$ cat src/rtl/pport_pkg.sv
// Package: shared register-select encoding for the parallel port block.
// Assumes the two low address bits pick one of four registers.
package pport_pkg;

    typedef enum logic [1:0] {
        SEL_A_DATA = 2'd0,
        SEL_A_DIR  = 2'd1,
        SEL_B_DATA = 2'd2,
        SEL_B_DIR  = 2'd3
    } pport_sel_e;

endpackage

$ cat src/rtl/pport_sync.sv
// Module: pport_sync
// Two-stage synchronizer for a vector of asynchronous pad levels.
// Assumes each bit is independent: no multi-bit coherence is promised.
// Both stages reset to all ones, the idle level of an input pin with a pull-up.
module pport_sync #(
    parameter int W = 8
) (
    input  logic         clk,
    input  logic         rst_n,
    input  logic [W-1:0] d_i,
    output logic [W-1:0] q_o
);

    logic [W-1:0] stage1_q;
    logic [W-1:0] stage2_q;
    logic [1:0]   warm_cnt;   // edges since reset, saturating; used by the checker only

    // Shift the pad levels through two flops.
    always_ff @(posedge clk) begin
        if (!rst_n) begin
            stage1_q <= '1;
            stage2_q <= '1;
        end else begin
            stage1_q <= d_i;
            stage2_q <= stage1_q;
        end
    end

    // Count edges since reset so the latency check starts only once history exists.
    always_ff @(posedge clk) begin
        if (!rst_n)
            warm_cnt <= 2'd0;
        else if (warm_cnt != 2'd2)
            warm_cnt <= warm_cnt + 2'd1;
    end

    assign q_o = stage2_q;

    // the output is the input from exactly two edges earlier.
    assert_two_stage_R7: assert property (@(posedge clk) disable iff (!rst_n)
        (warm_cnt == 2'd2) |-> (q_o == $past(d_i, 2)));

endmodule

$ cat src/rtl/pport_lane.sv
// Module: pport_lane
// One port: a data latch, a direction latch, the pin-drive level and the
// data readback. OUT_MASKS_PIN chooses the readback variant:
//   0: drive AND pad
//   1: drive AND (pad OR direction), so output bits ignore the pad.
// Assumes pin_sync_i is already synchronous to clk.
module pport_lane #(
    parameter int W             = 8,
    parameter bit OUT_MASKS_PIN = 1'b0
) (
    input  logic         clk,
    input  logic         rst_n,
    input  logic         data_we_i,
    input  logic         dir_we_i,
    input  logic [W-1:0] wdata_i,
    input  logic [W-1:0] pin_sync_i,
    output logic [W-1:0] pin_drive_o,
    output logic [W-1:0] data_rd_o,
    output logic [W-1:0] dir_rd_o
);

    logic [W-1:0] data_q;
    logic [W-1:0] dir_q;
    logic [W-1:0] pin_seen;

    // Data latch: loaded by a write to this port's data register.
    always_ff @(posedge clk) begin
        if (!rst_n)
            data_q <= '0;
        else if (data_we_i)
            data_q <= wdata_i;
    end

    // Direction latch: loaded by a write to this port's direction register.
    always_ff @(posedge clk) begin
        if (!rst_n)
            dir_q <= '0;
        else if (dir_we_i)
            dir_q <= wdata_i;
    end

    // Pin level: outputs carry data, inputs float high.
    always_comb begin
        pin_drive_o = data_q | ~dir_q;
    end

    // Pad view used for readback, chosen by the port variant.
    generate
        if (OUT_MASKS_PIN) begin : g_masked
            always_comb pin_seen = pin_sync_i | dir_q;
        end else begin : g_plain
            always_comb pin_seen = pin_sync_i;
        end
    endgenerate

    // Readback: wired-AND of the driven level with the pad view.
    always_comb begin
        data_rd_o = pin_drive_o & pin_seen;
        dir_rd_o  = dir_q;
    end

    // reset empties both latches.
    assert_reset_clear_R1: assert property (@(posedge clk)
        !rst_n |=> (data_q == '0 && dir_q == '0));

    // a direction write is stored as given.
    assert_dir_load_R6: assert property (@(posedge clk) disable iff (!rst_n)
        dir_we_i |=> (dir_rd_o == $past(wdata_i)));

    // without a strobe, the latches hold.
    assert_hold_R8: assert property (@(posedge clk) disable iff (!rst_n)
        (!data_we_i && !dir_we_i) |=> ($stable(data_q) && $stable(dir_q)));

    // a data write reaches the pins of output bits at the same edge.
    assert_drive_follow_R3: assert property (@(posedge clk) disable iff (!rst_n)
        (data_we_i && !dir_we_i) |=> ((pin_drive_o & dir_q) == ($past(wdata_i) & dir_q)));

endmodule

$ cat src/rtl/pport_top.sv
// Module: pport_top
// Two parallel ports on a byte-wide bus. bus_addr[IO_BIT] must be 0 for an
// access to belong to this block. The low two address bits select a register
// (see pport_pkg). Read data is combinational; writes take effect at the edge.
module pport_top #(
    parameter int W      = 8,
    parameter int ADDR_W = 3,
    parameter int IO_BIT = 2
) (
    input  logic              clk,
    input  logic              rst_n,
    input  logic [ADDR_W-1:0] bus_addr,
    input  logic              bus_wr,
    input  logic [W-1:0]      bus_wdata,
    output logic [W-1:0]      bus_rdata,
    output logic [W-1:0]      pa_pin_out,
    input  logic [W-1:0]      pa_pin_in,
    output logic [W-1:0]      pb_pin_out,
    input  logic [W-1:0]      pb_pin_in
);
    import pport_pkg::*;

    localparam int NPORT = 2;

    logic                 io_hit;
    pport_sel_e           sel;
    logic [NPORT-1:0]     data_we;
    logic [NPORT-1:0]     dir_we;
    logic [NPORT-1:0][W-1:0] pin_raw;
    logic [NPORT-1:0][W-1:0] pin_sync;
    logic [NPORT-1:0][W-1:0] pin_drive;
    logic [NPORT-1:0][W-1:0] data_rd;
    logic [NPORT-1:0][W-1:0] dir_rd;

    // Address decode: block hit and register select.
    always_comb begin
        io_hit = (bus_addr[IO_BIT] == 1'b0);
        sel    = pport_sel_e'(bus_addr[1:0]);
    end

    // Write enables per port; bit 1 of the select picks the port, bit 0 the latch.
    always_comb begin
        data_we = '0;
        dir_we  = '0;
        if (bus_wr && io_hit) begin
            data_we[bus_addr[1]] = (bus_addr[0] == 1'b0);
            dir_we[bus_addr[1]]  = (bus_addr[0] == 1'b1);
        end
    end

    assign pin_raw[0] = pa_pin_in;
    assign pin_raw[1] = pb_pin_in;

    // One synchronizer and one lane per port; port B masks its output bits.
    generate
        for (genvar p = 0; p < NPORT; p++) begin : g_port
            pport_sync #(.W(W)) sync_i (
                .clk   (clk),
                .rst_n (rst_n),
                .d_i   (pin_raw[p]),
                .q_o   (pin_sync[p])
            );
            pport_lane #(.W(W), .OUT_MASKS_PIN(p == 1)) lane_i (
                .clk         (clk),
                .rst_n       (rst_n),
                .data_we_i   (data_we[p]),
                .dir_we_i    (dir_we[p]),
                .wdata_i     (bus_wdata),
                .pin_sync_i  (pin_sync[p]),
                .pin_drive_o (pin_drive[p]),
                .data_rd_o   (data_rd[p]),
                .dir_rd_o    (dir_rd[p])
            );
        end
    endgenerate

    assign pa_pin_out = pin_drive[0];
    assign pb_pin_out = pin_drive[1];

    // Read mux; accesses outside this block read zero.
    always_comb begin
        bus_rdata = '0;
        if (io_hit) begin
            unique case (sel)
                SEL_A_DATA: bus_rdata = data_rd[0];
                SEL_A_DIR:  bus_rdata = dir_rd[0];
                SEL_B_DATA: bus_rdata = data_rd[1];
                SEL_B_DIR:  bus_rdata = dir_rd[1];
                default:    bus_rdata = '0;
            endcase
        end
    end

    // a write aimed at the neighbouring function leaves both ports unchanged.
    assert_foreign_wr_ignored_R2: assert property (@(posedge clk) disable iff (!rst_n)
        (bus_wr && bus_addr[IO_BIT]) |=> ($stable(pa_pin_out) && $stable(pb_pin_out)));

    // such a read returns zero.
    assert_foreign_rd_zero_R2: assert property (@(posedge clk) disable iff (!rst_n)
        bus_addr[IO_BIT] |-> (bus_rdata == '0));

    // port B bits set as outputs read back their drive level.
    assert_b_out_readback_R5: assert property (@(posedge clk) disable iff (!rst_n)
        (bus_addr == ADDR_W'(2)) |-> ((bus_rdata & dir_rd[1]) == (pb_pin_out & dir_rd[1])));

endmodule

$ cat config.mk
export PLATFORM = sky130hd
export DESIGN_NAME = pport_top
export DESIGN_NICKNAME = d
export VERILOG_FILES = /design/src/rtl/pport_pkg.sv /design/src/rtl/pport_sync.sv /design/src/rtl/pport_lane.sv /design/src/rtl/pport_top.sv
export SDC_FILE = /design/constraint.sdc
export NUM_CORES = 1
export LEC_CHECK = 0
export BUFFER_PORTS_ARGS = -buffer_cell sky130_fd_sc_hd__buf_2
export CORE_MARGIN = 1.5
export CORE_UTILIZATION = 50
export CTS_CLUSTER_DIAMETER = 50
export DETAILED_ROUTE_END_ITERATION = 8
export GPL_ROUTABILITY_DRIVEN = 0
export GPL_TIMING_DRIVEN = 1
export PLACE_DENSITY = 0.85
export SYNTH_ARGS = -nofsm -noshare
export SYNTH_HDL_FRONTEND = slang
export SYNTH_SLANG_ARGS = --single-unit
$ cat constraint.sdc
create_clock -name clk -period 2.2 [get_ports clk]
set_clock_uncertainty 0.2 [all_clocks]
set_input_delay 0.22 -clock clk [delete_from_list [all_inputs] [get_ports clk]]
set_output_delay 0.22 -clock clk [all_outputs]
set_load 0.05 [all_outputs]
* After elaboration in Yosys (flattened, before gate mapping)
Cells that the tools add are included.
** Storage, ports and cells
- Output and inout port bits :: 24
- Register bits after elaboration :: 64
- Logic and storage cells :: 33
** Cells by class
- Eq/ne operators :: 3
- Reductions and logical operators :: 3
- Muxes and demuxes :: 6
- Bitwise operators :: 11
- Order comparisons :: 2
** Operator list (number)
- $pmux W8 S4 :: 1
- $or A8 B8 Y8 :: 3
- $and A8 B8 Y8 :: 2
- $not A8 Y8 :: 2
- $mux W8 :: 1
- $and A2 B2 Y2 :: 2
- $eq A2 B2 Y1 const B :: 2
- $mux W2 :: 2
- $eq A2 B1 Y1 const B :: 1
- $logic_and A1 B1 Y1 :: 2
- $logic_not A2 Y1 :: 1
- $lt A1 B2 Y1 const B :: 1
- $not A1 Y1 :: 2
- $demux W1 S1 :: 1
- $ge A1 B1 Y1 const B :: 1
- $mux W1 :: 1

* Logic depth before layout (Yosys ltp)
Gate-level depths: netlist of the first run.
- Word-level depth :: 6
- Gate-level depth with buffers :: 6
- Gate-level depth less buffers :: 3

* Modules after synthesis
Synthesis of the first run repeated with hierarchy kept, for this count alone.
** Unflattened totals
- Cells, all modules :: 234
- Area, all modules :: 2612.5 sq um
** By module, submodules not included
- pport_sync :: cells an instance 33, area each 431.7 sq um, times used 2, sequential area each 320.3 sq um
- pport_lane (g_port[1].lane_i) :: cells an instance 67, area each 748.2 sq um, times used 1, sequential area each 320.3 sq um
- pport_lane (g_port[0].lane_i) :: cells an instance 67, area each 708.2 sq um, times used 1, sequential area each 320.3 sq um
- pport_top :: cells an instance 34, area each 292.8 sq um, times used 1, sequential area each 0.0 sq um

* Worst setup path after synthesis of the first run
Ideal clock, no wire load.
- Path kind :: register to output
- Start :: reg g_port[0].lane_i.data_q[5]
- End :: out bus_rdata[5]
- Stages on the path, launching flop included :: 4
- Arrival :: 2.199 ns
- Path slack :: -0.419 ns
- Data required time :: 1.780 ns
- Path through :: dfxtp_1 -> nand2b_1 -> a221oi_1 -> a311oi_1
** On the way
- Longest elaborated chain between the ends :: 4
** RTL lines
- start, declared :: RTL line pport_lane.sv:22 : logic [W-1:0] data_q;
- start signal, assigned :: RTL line pport_lane.sv:31 : data_q <= wdata_i;
- $or A8 B8 Y8 :: RTL line pport_lane.sv:44 : pin_drive_o = data_q | ~dir_q;
- named net pa_pin_out[5] :: RTL line pport_top.sv:16 : output logic [W-1:0] pa_pin_out,
- $and A8 B8 Y8 :: RTL line pport_lane.sv:58 : data_rd_o = pin_drive_o & pin_seen;
- $pmux W8 S4 :: RTL line pport_top.sv:84 : unique case (sel)
- $mux W8 :: RTL line pport_top.sv:83 : if (io_hit) begin
- end, declared :: RTL line pport_top.sv:15 : output logic [W-1:0] bus_rdata,
The timed path passes the listed nets, and every way through them passes these cells.

* Final worst setup path of the first run
- Start :: in bus_addr[0]
- End :: out bus_rdata[3]
** On the way
- Longest elaborated chain between the ends :: 3
- Elaborated cells between the ends (all ways) :: 6
- Classes of those cells :: 3 x eq/ne; 2 x mux; 1 x reduce/logical
** RTL lines
- start, declared :: RTL line pport_top.sv:12 : input logic [ADDR_W-1:0] bus_addr,
- $eq A2 B2 Y1 (tied with other cells) :: RTL line pport_top.sv:84
- $pmux W8 S4 (*) :: RTL line pport_top.sv:84
- $mux W8 (*) :: RTL line pport_top.sv:83
Every way passes the cells marked *; elsewhere a longest branch is shown, timed or not.

==> results by group, run 1 <==
Status
  • Outcome: finished, final reports clean

Yosys
  • Synthesized Nets: 288
  • Top post-synthesis cells by area: dfxtp_1 53%, nand2b_1 12%, o21ai_0 6.6%
  • Yosys cell types: 19
  • Synth area leader: dfxtp_1
  • Post-synth ARST share: 0%
  • Post-Synthesis Cell Area: 2429 µm²
  • Seq cells post-synth: 64
  • Post-synth EDFFs: 0
  • YS warnings: 0
  • Top_reg_cell synth: dfxtp_1
  • Syn Inst Count: 258
  • Top-count cell post-synth: dfxtp_1
  • Top cell type's share of synthesized area: 52.76%
  • Seq/Total Area, Yosys: 52.76%
  • Average size of a mapped cell: 9.413 µm²
  • Synth cell count leaders: 64 x dfxtp_1, 48 x nand2b_1, 32 x o21ai_0

Floorplanning
  • Initial Util: 51.76%
  • Die area: 5285 µm²
  • DIE HEIGHT: 72.70 µm
  • Die Width: 72.70 µm
  • Area of the core: 4692 µm²
  • I/O Pins: 54
  • Cell Rows: 25

STA
  • Final hold vios: 0
  • Min Tclk post-route: 1973 ps
  • Fmax: 506.9 MHz
  • Final setup viols: 0
  • Tcrit/Tclk final: 89.67%
  • Hold slack: 11.95 ps
  • TNS Setup: 0 ps
  • Slew HR: 60.31%
  • Least-Margin Pin Slew: 595.4 ps
  • Max Slew Vio Count: 0
  • Unrepaired setup endpoints after global routing: false

Global routing
  • Total gr overflow: 0
  • Largest net degree at the start of global routing: 73
  • Vias in the first global route: 1,871
  • First-pass GRT wire length: 8321 µm
  • Overall Global Routing Usage: 21.14%
  • Initial antenna violation count: 0

Critical path
  • WS Path Type: in -> out
  • Worst endpoint required time: 1780 ps
  • Crit. End Element: output port
  • Flop2flop setup slack: 1380 ps
  • R2R depth: 2
  • FF-to-FF Start: g_port[1].lane_i.dir_rd_o[4]
  • CP Launch Type: input pin
  • WP data arrival: 1550 ps
  • Critical Path Fanout Max: 36
  • Critical R2R Capture: g_port[1].lane_i.dir_rd_o[4]

Placement
  • Placed cell count: 347
  • Area after DPL: 2733 µm²
  • DPL Wire Length: 3232 µm
  • # port buffers: 53

Final layout
  • Non-filler instance count after layout: 380
  • Area growth, synth to finish: 27.15%
  • Final instance area: 3088 µm²
  • Ant. Diodes: 0
  • Share of layout cells above drive strength 1: 27.61%
  • Fill cells: 370
  • Final net count: 351

Pwr
  • Overall power: 2.400 mW
  • Power Density: 777.4 nW/µm²
  • Lkg Pwr: 1.181 nW
  • VDD IR-drop max: 432.4 µV

Drt
  • Post-Route WL: 5192 µm
  • Drt drc: 0
  • Routed vias: 2,011
  • Vias per std cell: 5.292
  • WL/cell: 13.66 µm
  • Initial DRC Count: 147
  • Routed Antenna Nets: 0
  • DR pass1 iterations: 4

Clock tree
  • CTS H-tree depth: 3
  • Max Root-Sink Buffers: 2
  • Worst-skew pair later-pin latency: 340 ps
  • Num CTS Buffers: 9
  • Cts repair resizes: 0
  • Clk pin slew, worst setup/hold paths: 60 ps
  • CTS tree: yes
  • CTS Hold Bufs: 17
  • Clock sinks: 64
  • Post-CTS setup buffers: 0
  • Clock root cell: clkbuf_8

Run
  • Maxcap violations: 0

Worst hold path
  • Worst hold path startpoint: bus_wdata[2]
  • Hold Path Depth: 3
  • Hold Path Sink: g_port[0].lane_i.data_q[2]
  • Worst hold path class: in -> reg
## area by class of cell
type	count	area (µm²)	area share [%]
clock buffers	14	172.7	5.592
clock inverters	2	12.51	0.4052
multi-input cells	172	1076	34.85
flip-flops and latches	64	1281	41.49
well taps	54	67.56	2.188
repair buffers	74	478.0	15.48
## power breakdown
part	internal, mW	switching, mW
Sequential	1.20	0.0147
Combinational	0.103	0.167
Clock	0.500	0.417
Total	1.80	0.599
## critical path, stage by stage
cell,delay [ps]
buf_2,470
nor2b_1,120
a221oi_1,400
a311oi_2,90
buf_2,250
## metal layers
layer	share of wire, %	GRT usage, %
met1	41	22.83
met2	51	36.29
met3	5.7	8.564
met4	1.4	9.434
met5	0	0
## metrics by stage
stage	setup slack [ps]	utilization, %
6_report	227.3	65.81
5_1_grt	164.4	65.81
4_1_cts	229.5	65.81
3_5_place_dp	231.6	58.24
3_3_place_gp	257.3	58.24
2_1_floorplan	32.89	-
## logic make-up after synthesis
family	Yosys count	share of synthesized area [%]
simple gates	116	27.00
flops	64	52.76
compound gates	56	15.25
buf+inv	22	4.997
## registers in the layout, indices dropped and copies added, names as in the netlist
name and flops:
g_port.lane_i.data_q 16, g_port.lane_i.dir_rd_o 16, g_port.sync_i.q_o 16, g_port.sync_i.stage1_q 16
## worst max-delay path by stage
stage                                     startpoint           end  slack (ps)  cells after the start
after global placement                   bus_addr[0]  bus_rdata[3]         260                      5
after global routing                     bus_addr[0]  bus_rdata[6]         160                      4
final                                    bus_addr[0]  bus_rdata[3]         230                      5
after floorplan           g_port[0].lane_i.data_q[5]  bus_rdata[5]          30                      3
after detailed placement                 bus_addr[0]  bus_rdata[3]         230                      5
after CTS                                bus_addr[0]  bus_rdata[3]         230                      5
## placed cells by master, fill, tap and decap left out
cell            n
dfxtp_1        64
buf_2          53
nand2b_1       48
o21ai_0        32
nand3_1        30
dlygate4sd3_1  17
nand2_1        16
clkbuf_8       12
nor2_1          8
nor2b_1         8
a221oi_1        8
a311oi_2        8
o21ai_2         8
buf_4           3
nand4bb_1       2
nand3_2         2
clkbuf_1        2
or4b_4          1
nand4b_1        1
clkinvlp_4      1
clkinv_2        1
buf_12          1
Note: power is estimated with default switching activity, not from simulation.
==> inputs of run 2 (changes only) <==
==> constraint.sdc (replaced) <==
create_clock -name clk -period 2.04 [get_ports clk]
set_clock_uncertainty 0.2 [all_clocks]
set_input_delay 0.204 -clock clk [delete_from_list [all_inputs] [get_ports clk]]
set_output_delay 0.204 -clock clk [all_outputs]
set_load 0.05 [all_outputs]
==> run 2 against run 1 <==
  * Worst hold slack gained 3.0 ps
  * Sequential share of layout area shrank 2.4 points
  * Die area is the same
  * Flip-flop and latch count is the same
  * First-iteration DRC count grew 4.8%
==> results by group, run 2 (synthesized netlist as in run 1, its figures left out) <==
Clock tree
  • Clock sinks: 64 (unchanged)
  • Num CTS Buffers: 9 (unchanged)
  • Worst-skew pair later-pin latency: 330 ps (was 340 ps)
  • CTS tree: yes (unchanged)
  • Clk pin slew, worst setup/hold paths: 70 ps (was 60 ps)
  • CTS H-tree depth: 3 (unchanged)
  • Max Root-Sink Buffers: 2 (unchanged)
  • Post-CTS setup buffers: 0 (unchanged)
  • Clock root cell: clkbuf_8 (unchanged)

Worst hold path
  • Hold Path Depth: 3 (unchanged)
  • Worst hold path startpoint: bus_wdata[2] (unchanged)
  • Hold Path Sink: g_port[0].lane_i.data_q[2] (unchanged)
  • Worst hold path class: in -> reg (unchanged)

Global routing
  • Overall Global Routing Usage: 22.67% (was 21.14%)
  • Total gr overflow: 0 (unchanged)
  • Initial antenna violation count: 0 (unchanged)
  • First-pass GRT wire length: 8859 µm (was 8321 µm)
  • Largest net degree at the start of global routing: 37 (was 73)
  • Vias in the first global route: 1,938 (was 1,871)

Critical path
  • Max incr delay on CP: 400 ps (was 470 ps)
  • Worst path slowest cell: a221oi_1 (was buf_2)
  • Flop2flop setup slack: 1200 ps (was 1380 ps)
  • Critical R2R Capture: g_port[0].lane_i.dir_rd_o[3] (was g_port[1].lane_i.dir_rd_o[4])
  • Critical Path Fanout Max: 2 (was 36)
  • WS Path Type: reg -> out (was in -> out)
  • CP Launch Point: g_port[0].lane_i.data_q[6] (was bus_addr[0])
  • CP cell instances: nand2b_1 > a221oi_1 > a311oi_4 > buf_2 (was buf_2 > nor2b_1 > a221oi_1 > a311oi_2 > buf_2)
  • CP Launch Type: flop (was input pin)
  • R2R depth: 2 (unchanged)
  • WP data arrival: 1550 ps (about the same)
  • Crit. End Element: output port (unchanged)
  • FF-to-FF Start: g_port[0].lane_i.dir_rd_o[3] (was g_port[1].lane_i.dir_rd_o[4])
  • Worst endpoint required time: 1640 ps (was 1780 ps)

Final layout
  • Fin util: 69.87% (was 65.81%)
  • Final net count: 363 (was 351)
  • Fill cells: 360 (was 370)
  • Area occupied by multi-input gates: 1145 µm² (was 1076 µm²)
  • Commonest non-fill, non-tap cell in the layout: dfxtp_1 (unchanged)
  • Ant. Diodes: 0 (unchanged)
  • Non-filler instance count after layout: 392 (was 380)
  • Most frequent cells in the layout: 64 x dfxtp_1, 52 x buf_2, 48 x nand2b_1, 32 x o21ai_0, 30 x nand3_1 (was 64 x dfxtp_1, 53 x buf_2, 48 x nand2b_1, 32 x o21ai_0, 30 x nand3_1)
  • Final instance area: 3278 µm² (was 3088 µm²)
  • Register area: 1281 µm² (unchanged)
  • Share of layout cells above drive strength 1: 28.99% (was 27.61%)
  • Area growth, synth to finish: 34.98% (was 27.15%)

STA
  • Fmax: 510.7 MHz
  • TNS Setup: 0 ps (unchanged)
  • Slew HR: 61.78% (was 60.31%)
  • Final setup viols: 0 (unchanged)
  • Max Slew Vio Count: 0 (unchanged)
  • Tcrit/Tclk final: 95.98%
  • Min Tclk post-route: 1958 ps
  • Hold slack: 14.94 ps (was 11.95 ps)
  • Unrepaired setup endpoints after global routing: false (unchanged)
  • PnR worst setup slack: 81.97 ps (was 227.3 ps)
  • Least-Margin Pin Slew: 573.3 ps (was 595.4 ps)
  • Final hold vios: 0 (unchanged)

Pwr
  • VDD IR-drop max: 481.7 µV (was 432.4 µV)
  • Lkg Pwr: 1.260 nW (was 1.181 nW)
  • Power Density: 859.0 nW/µm² (was 777.4 nW/µm²)
  • Overall power: 2.816 mW (was 2.400 mW)

Floorplanning
  • DIE HEIGHT: 72.70 µm (unchanged)
  • Die area: 5285 µm² (unchanged)
  • Area of the core: 4692 µm² (unchanged)
  • Initial Util: 51.76% (unchanged)
  • Cell Rows: 25 (unchanged)
  • I/O Pins: 54 (unchanged)
  • Die Width: 72.70 µm (unchanged)

Placement
  • # port buffers: 53 (unchanged)
  • Area after DPL: 2829 µm² (was 2733 µm²)
  • Dpl ws: 84.88 ps (was 231.6 ps)
  • DPL Wire Length: 3527 µm (was 3232 µm)
  • Placed cell count: 354 (was 347)

Drt
  • Initial DRC Count: 154 (was 147)
  • WL/cell: 14.18 µm (was 13.66 µm)
  • Routed vias: 2,081 (was 2,011)
  • Routed Antenna Nets: 0 (unchanged)
  • Drt drc: 0 (unchanged)
  • DR pass1 iterations: 4 (unchanged)
  • Vias per std cell: 5.309 (was 5.292)
  • Post-Route WL: 5559 µm (was 5192 µm)

Run
  • Maxcap violations: 0 (unchanged)

Status
  • Outcome: finished, final reports clean (unchanged)
run 2: final cells by class:
type                       instances  share of cell area (%)
sequential                        64                   39.08
multi-input combinational        172                   34.92
clock buffer                      13                   4.542
timing repair buffer              86                   17.40
clock inverter                     3                   1.985
tap                               54                   2.061
run 2: worst max path at each step:
stage	to	slack (ps)	depth (start not counted)
final	bus_rdata[6]	80	4
after global routing	bus_rdata[3]	6	4
after CTS	bus_rdata[2]	60	4
after detailed placement	bus_rdata[0]	80	5
after global placement	bus_rdata[2]	150	5
after floorplan	bus_rdata[3]	-90	3
run 2: critical path, delay by kind of cell, from the launching register on:
kind                   cells  cell delay, ps
buffers and inverters      1             250
DFF                        1             320
and+or+nand+nor            1             170
AOI/OAI and AO/OA          2             480
run 2: metal layers:
layer / vias to the layer above / global-route usage (%) / wire [µm] / share of wire, %
li1: 1041 / - / - / -
met1: 974 / 26.01 / 2273 / 41
met2: 56 / 39.45 / 2982 / 54
met3: 10 / 4.282 / 208 / 3.7
met4: 0 / 12.79 / 95 / 1.7
met5: - / 0 / 0 / 0
run 2: power by group:
part	switching [mW]	leakage (nW)	internal, mW	total [mW]
sequential	0.0169	0.525	1.29	1.31
combinational	0.194	0.627	0.131	0.325
clock	0.460	0.108	0.721	1.18
total	0.671	1.26	2.14	2.82
run 2: what timing repair did:
| action | 4_1_cts | 5_1_grt |
|---|---|---|
| hold buffers | 22 | 0 |
| gates resized for setup | 0 | 3 |
| hold endpoints to repair | 22 | 0 |
| setup endpoints to repair | 0 | 7 |
==> inputs of run 3 (changes only) <==
==> constraint.sdc (replaced) <==
create_clock -name clk -period 1.9 [get_ports clk]
set_clock_uncertainty 0.2 [all_clocks]
set_input_delay 0.19 -clock clk [delete_from_list [all_inputs] [get_ports clk]]
set_output_delay 0.19 -clock clk [all_outputs]
set_load 0.05 [all_outputs]
==> run 3 against run 2 <==
  * Non-clock buffer count grew 6
  * Cell count increased by 1.5%
  * Sequential power up 8%
  * Setup slack worse by 67 ps
  * Sequential share of layout area fell by 2.0 points
  * Global-route usage is 1.3 points higher
  * Worst hold slack better by 60 ps
  * Largest cell class unchanged
  * Via count rose by 4.6%
  * Power is 5.0% higher
  * Flip-flop and latch count unchanged
  * Register-to-register slack got worse by 220 ps
==> results by group, run 3 (synthesized netlist as in run 1, its figures left out) <==
Status
  • Outcome: finished, final reports clean (unchanged)

Pwr
  • Reg power frac: 47.6% (was 46.5%)
  • Power Density: 855.5 nW/µm² (was 859.0 nW/µm²)
  • Lkg Pwr: 1.314 nW (was 1.260 nW)
  • Int Pwr: 2.165 mW (was 2.145 mW)
  • Switching Power: 0.7926 mW (was 0.6710 mW)
  • Net Sw Frac: 26.80% (was 23.83%)
  • Combinational Power Share: 13.6% (was 11.5%)
  • Clock share of power: 38.9% (was 42.0%)
  • VDD IR-drop max: 702.5 µV (was 481.7 µV)

Drt
  • Routed Antenna Nets: 0 (unchanged)
  • Post-Route WL: 6055 µm (was 5559 µm)
  • Drt drc: 0 (unchanged)
  • Routed vias: 2,177 (was 2,081)
  • Initial DRC Count: 154 (unchanged)
  • Vias per std cell: 5.470 (was 5.309)
  • DR pass1 iterations: 4 (unchanged)
  • WL/cell: 15.21 µm (was 14.18 µm)

Critical path
  • WS Path Type: reg -> out (unchanged)
  • Crit. End Element: output port (unchanged)
  • Flop2flop setup slack: 980 ps (was 1200 ps)
  • Worst endpoint required time: 1510 ps (was 1640 ps)
  • R2R depth: 2 (unchanged)
  • WP data arrival: 1490 ps (was 1550 ps)
  • CP Launch Type: flop (unchanged)
  • Crit path to: bus_rdata[1] (was bus_rdata[6])
  • Critical R2R Capture: g_port[0].lane_i.dir_rd_o[5] (was g_port[0].lane_i.dir_rd_o[3])
  • Critical Path Fanout Max: 2 (unchanged)
  • CP Launch Point: g_port[0].lane_i.data_q[1] (was g_port[0].lane_i.data_q[6])
  • FF-to-FF Start: g_port[0].lane_i.dir_rd_o[5] (was g_port[0].lane_i.dir_rd_o[3])

Global routing
  • Largest net degree at the start of global routing: 73 (was 37)
  • Total gr overflow: 0 (unchanged)
  • First-pass GRT wire length: 9404 µm (was 8859 µm)
  • Overall Global Routing Usage: 24.00% (was 22.67%)
  • Vias in the first global route: 2,047 (was 1,938)
  • Initial antenna violation count: 0 (unchanged)

STA
  • Unrepaired setup endpoints after global routing: true (was false)
  • Min Tclk post-route: 1885 ps
  • Max Slew Vio Count: 0 (unchanged)
  • PnR worst setup slack: 15.25 ps (was 81.97 ps)
  • Slew HR: 66.68% (was 61.78%)
  • Final setup viols: 0 (unchanged)
  • Fmax: 530.6 MHz
  • Least-Margin Pin Slew: 499.8 ps (was 573.3 ps)
  • Final hold vios: 0 (unchanged)
  • Tcrit/Tclk final: 99.20%

Clock tree
  • CTS H-tree depth: 3 (unchanged)
  • Clk pin slew, worst setup/hold paths: 80 ps (was 70 ps)
  • Max Root-Sink Buffers: 2 (unchanged)
  • Clock sinks: 64 (unchanged)
  • Worst-skew pair later-pin latency: 340 ps (was 330 ps)
  • CTS tree: yes (unchanged)
  • Clock root cell: clkbuf_8 (unchanged)
  • Num CTS Buffers: 9 (unchanged)

Placement
  • Placed cell count: 359 (was 354)
  • Dpl ws: 21.34 ps (was 84.88 ps)
  • # port buffers: 53 (unchanged)
  • DPL Wire Length: 3456 µm (was 3527 µm)
  • Area after DPL: 2933 µm² (was 2829 µm²)

Final layout
  • Ant. Diodes: 0 (unchanged)
  • Non-filler instance count after layout: 398 (was 392)
  • Fill cells: 297 (was 360)
  • Most frequent cells in the layout: 63 x dfxtp_1, 44 x buf_2, 40 x nand2b_1, 32 x o21ai_0, 30 x nand3_1 (was 64 x dfxtp_1, 52 x buf_2, 48 x nand2b_1, 32 x o21ai_0, 30 x nand3_1)
  • Area growth, synth to finish: 42.35% (was 34.98%)
  • Final net count: 369 (was 363)
  • Commonest non-fill, non-tap cell in the layout: dfxtp_1 (unchanged)
  • Final instance area: 3457 µm² (was 3278 µm²)
  • Share of layout cells above drive strength 1: 34.88% (was 28.99%)

Floorplanning
  • Die area: 5285 µm² (unchanged)
  • Area of the core: 4692 µm² (unchanged)
  • I/O Pins: 54 (unchanged)
  • Die Width: 72.70 µm (unchanged)
  • DIE HEIGHT: 72.70 µm (unchanged)
  • Cell Rows: 25 (unchanged)
  • Initial Util: 51.76% (unchanged)

Run
  • Maxcap violations: 0 (unchanged)

Worst hold path
  • Worst hold path class: in -> reg (unchanged)
[run 3: changes by cell type in the layout (fill, tap and decap cells not counted), sizes merged]
cell / before / now
clkbuf: 14 / 11
buf: 63 / 66
bufinv: 2 / 1
clkinvlp: 0 / 2
dlygate4sd3: 22 / 24
clkinv: 1 / 4
[run 3: final cells by class]
class / instances / area (µm²) / area share, %
sequential: 64 / 1282 / 37.10
multi-input combinational: 172 / 1239 / 35.83
timing repair buffer: 92 / 671.9 / 19.44
clock buffer: 9 / 123.9 / 3.583
clock inverter: 7 / 72.57 / 2.099
tap: 54 / 67.56 / 1.954
[run 3: power by group through the flow]
stage / combinational (mW) / clock (mW) / sequential [mW]
after floorplan: 0.245 / 0 / 1.43
after global placement: 0.328 / 0 / 1.43
after detailed placement: 0.335 / 0 / 1.43
after CTS: 0.385 / 1.16 / 1.40
after global routing: 0.428 / 1.22 / 1.41
final: 0.401 / 1.15 / 1.41
[run 3: metal layers]
layer | track usage (%) | share of wire (%)
met5 | 0 | 0
met4 | 13.42 | 1.9
met3 | 6.354 | 4.7
met2 | 41.39 | 52
met1 | 26.75 | 42
[run 3: through the flow]
stage	hold WS (ps)	power, mW	TNS [ps]	utilization [%]
finish	74.97	2.958	0	73.68
global route	104.6	3.061	-95.16	73.68
CTS	82.74	2.950	-4.144	72.59
detailed placement	173.0	1.770	0	62.51
global placement	169.5	1.762	0	62.51
floorplan	91.47	1.675	0	-
[run 3: critical path, stage by stage (launching register included)]
cell and delay, ps:
dfxtp_1 320, nand2b_2 190, a221oi_1 250, buf_4 170
a311oi_4 30, buf_6 190
[run 3: repair_timing]
action	CTS	global route
hold endpoints to repair	29	0
endpoints found under the setup margin	8	8
pin swaps	0	1
buffers inserted	0	0
gates resized for setup	11	15
cloned	0	0
hold buffers	24	0
[run 3: how the worst min path moves through the flow]
stage	slack, ps	start	depth (start not counted)	to
6_report	70	rst_n	3	g_port[1].sync_i.stage1_q[4]
5_1_grt	100	rst_n	3	g_port[1].sync_i.stage1_q[7]
4_1_cts	80	rst_n	3	g_port[0].sync_i.q_o[5]
3_5_place_dp	170	pb_pin_in[0]	2	g_port[1].sync_i.stage1_q[0]
3_3_place_gp	170	pa_pin_in[5]	2	g_port[0].sync_i.stage1_q[5]
2_1_floorplan	90	pa_pin_in[0]	1	g_port[0].sync_i.stage1_q[0]
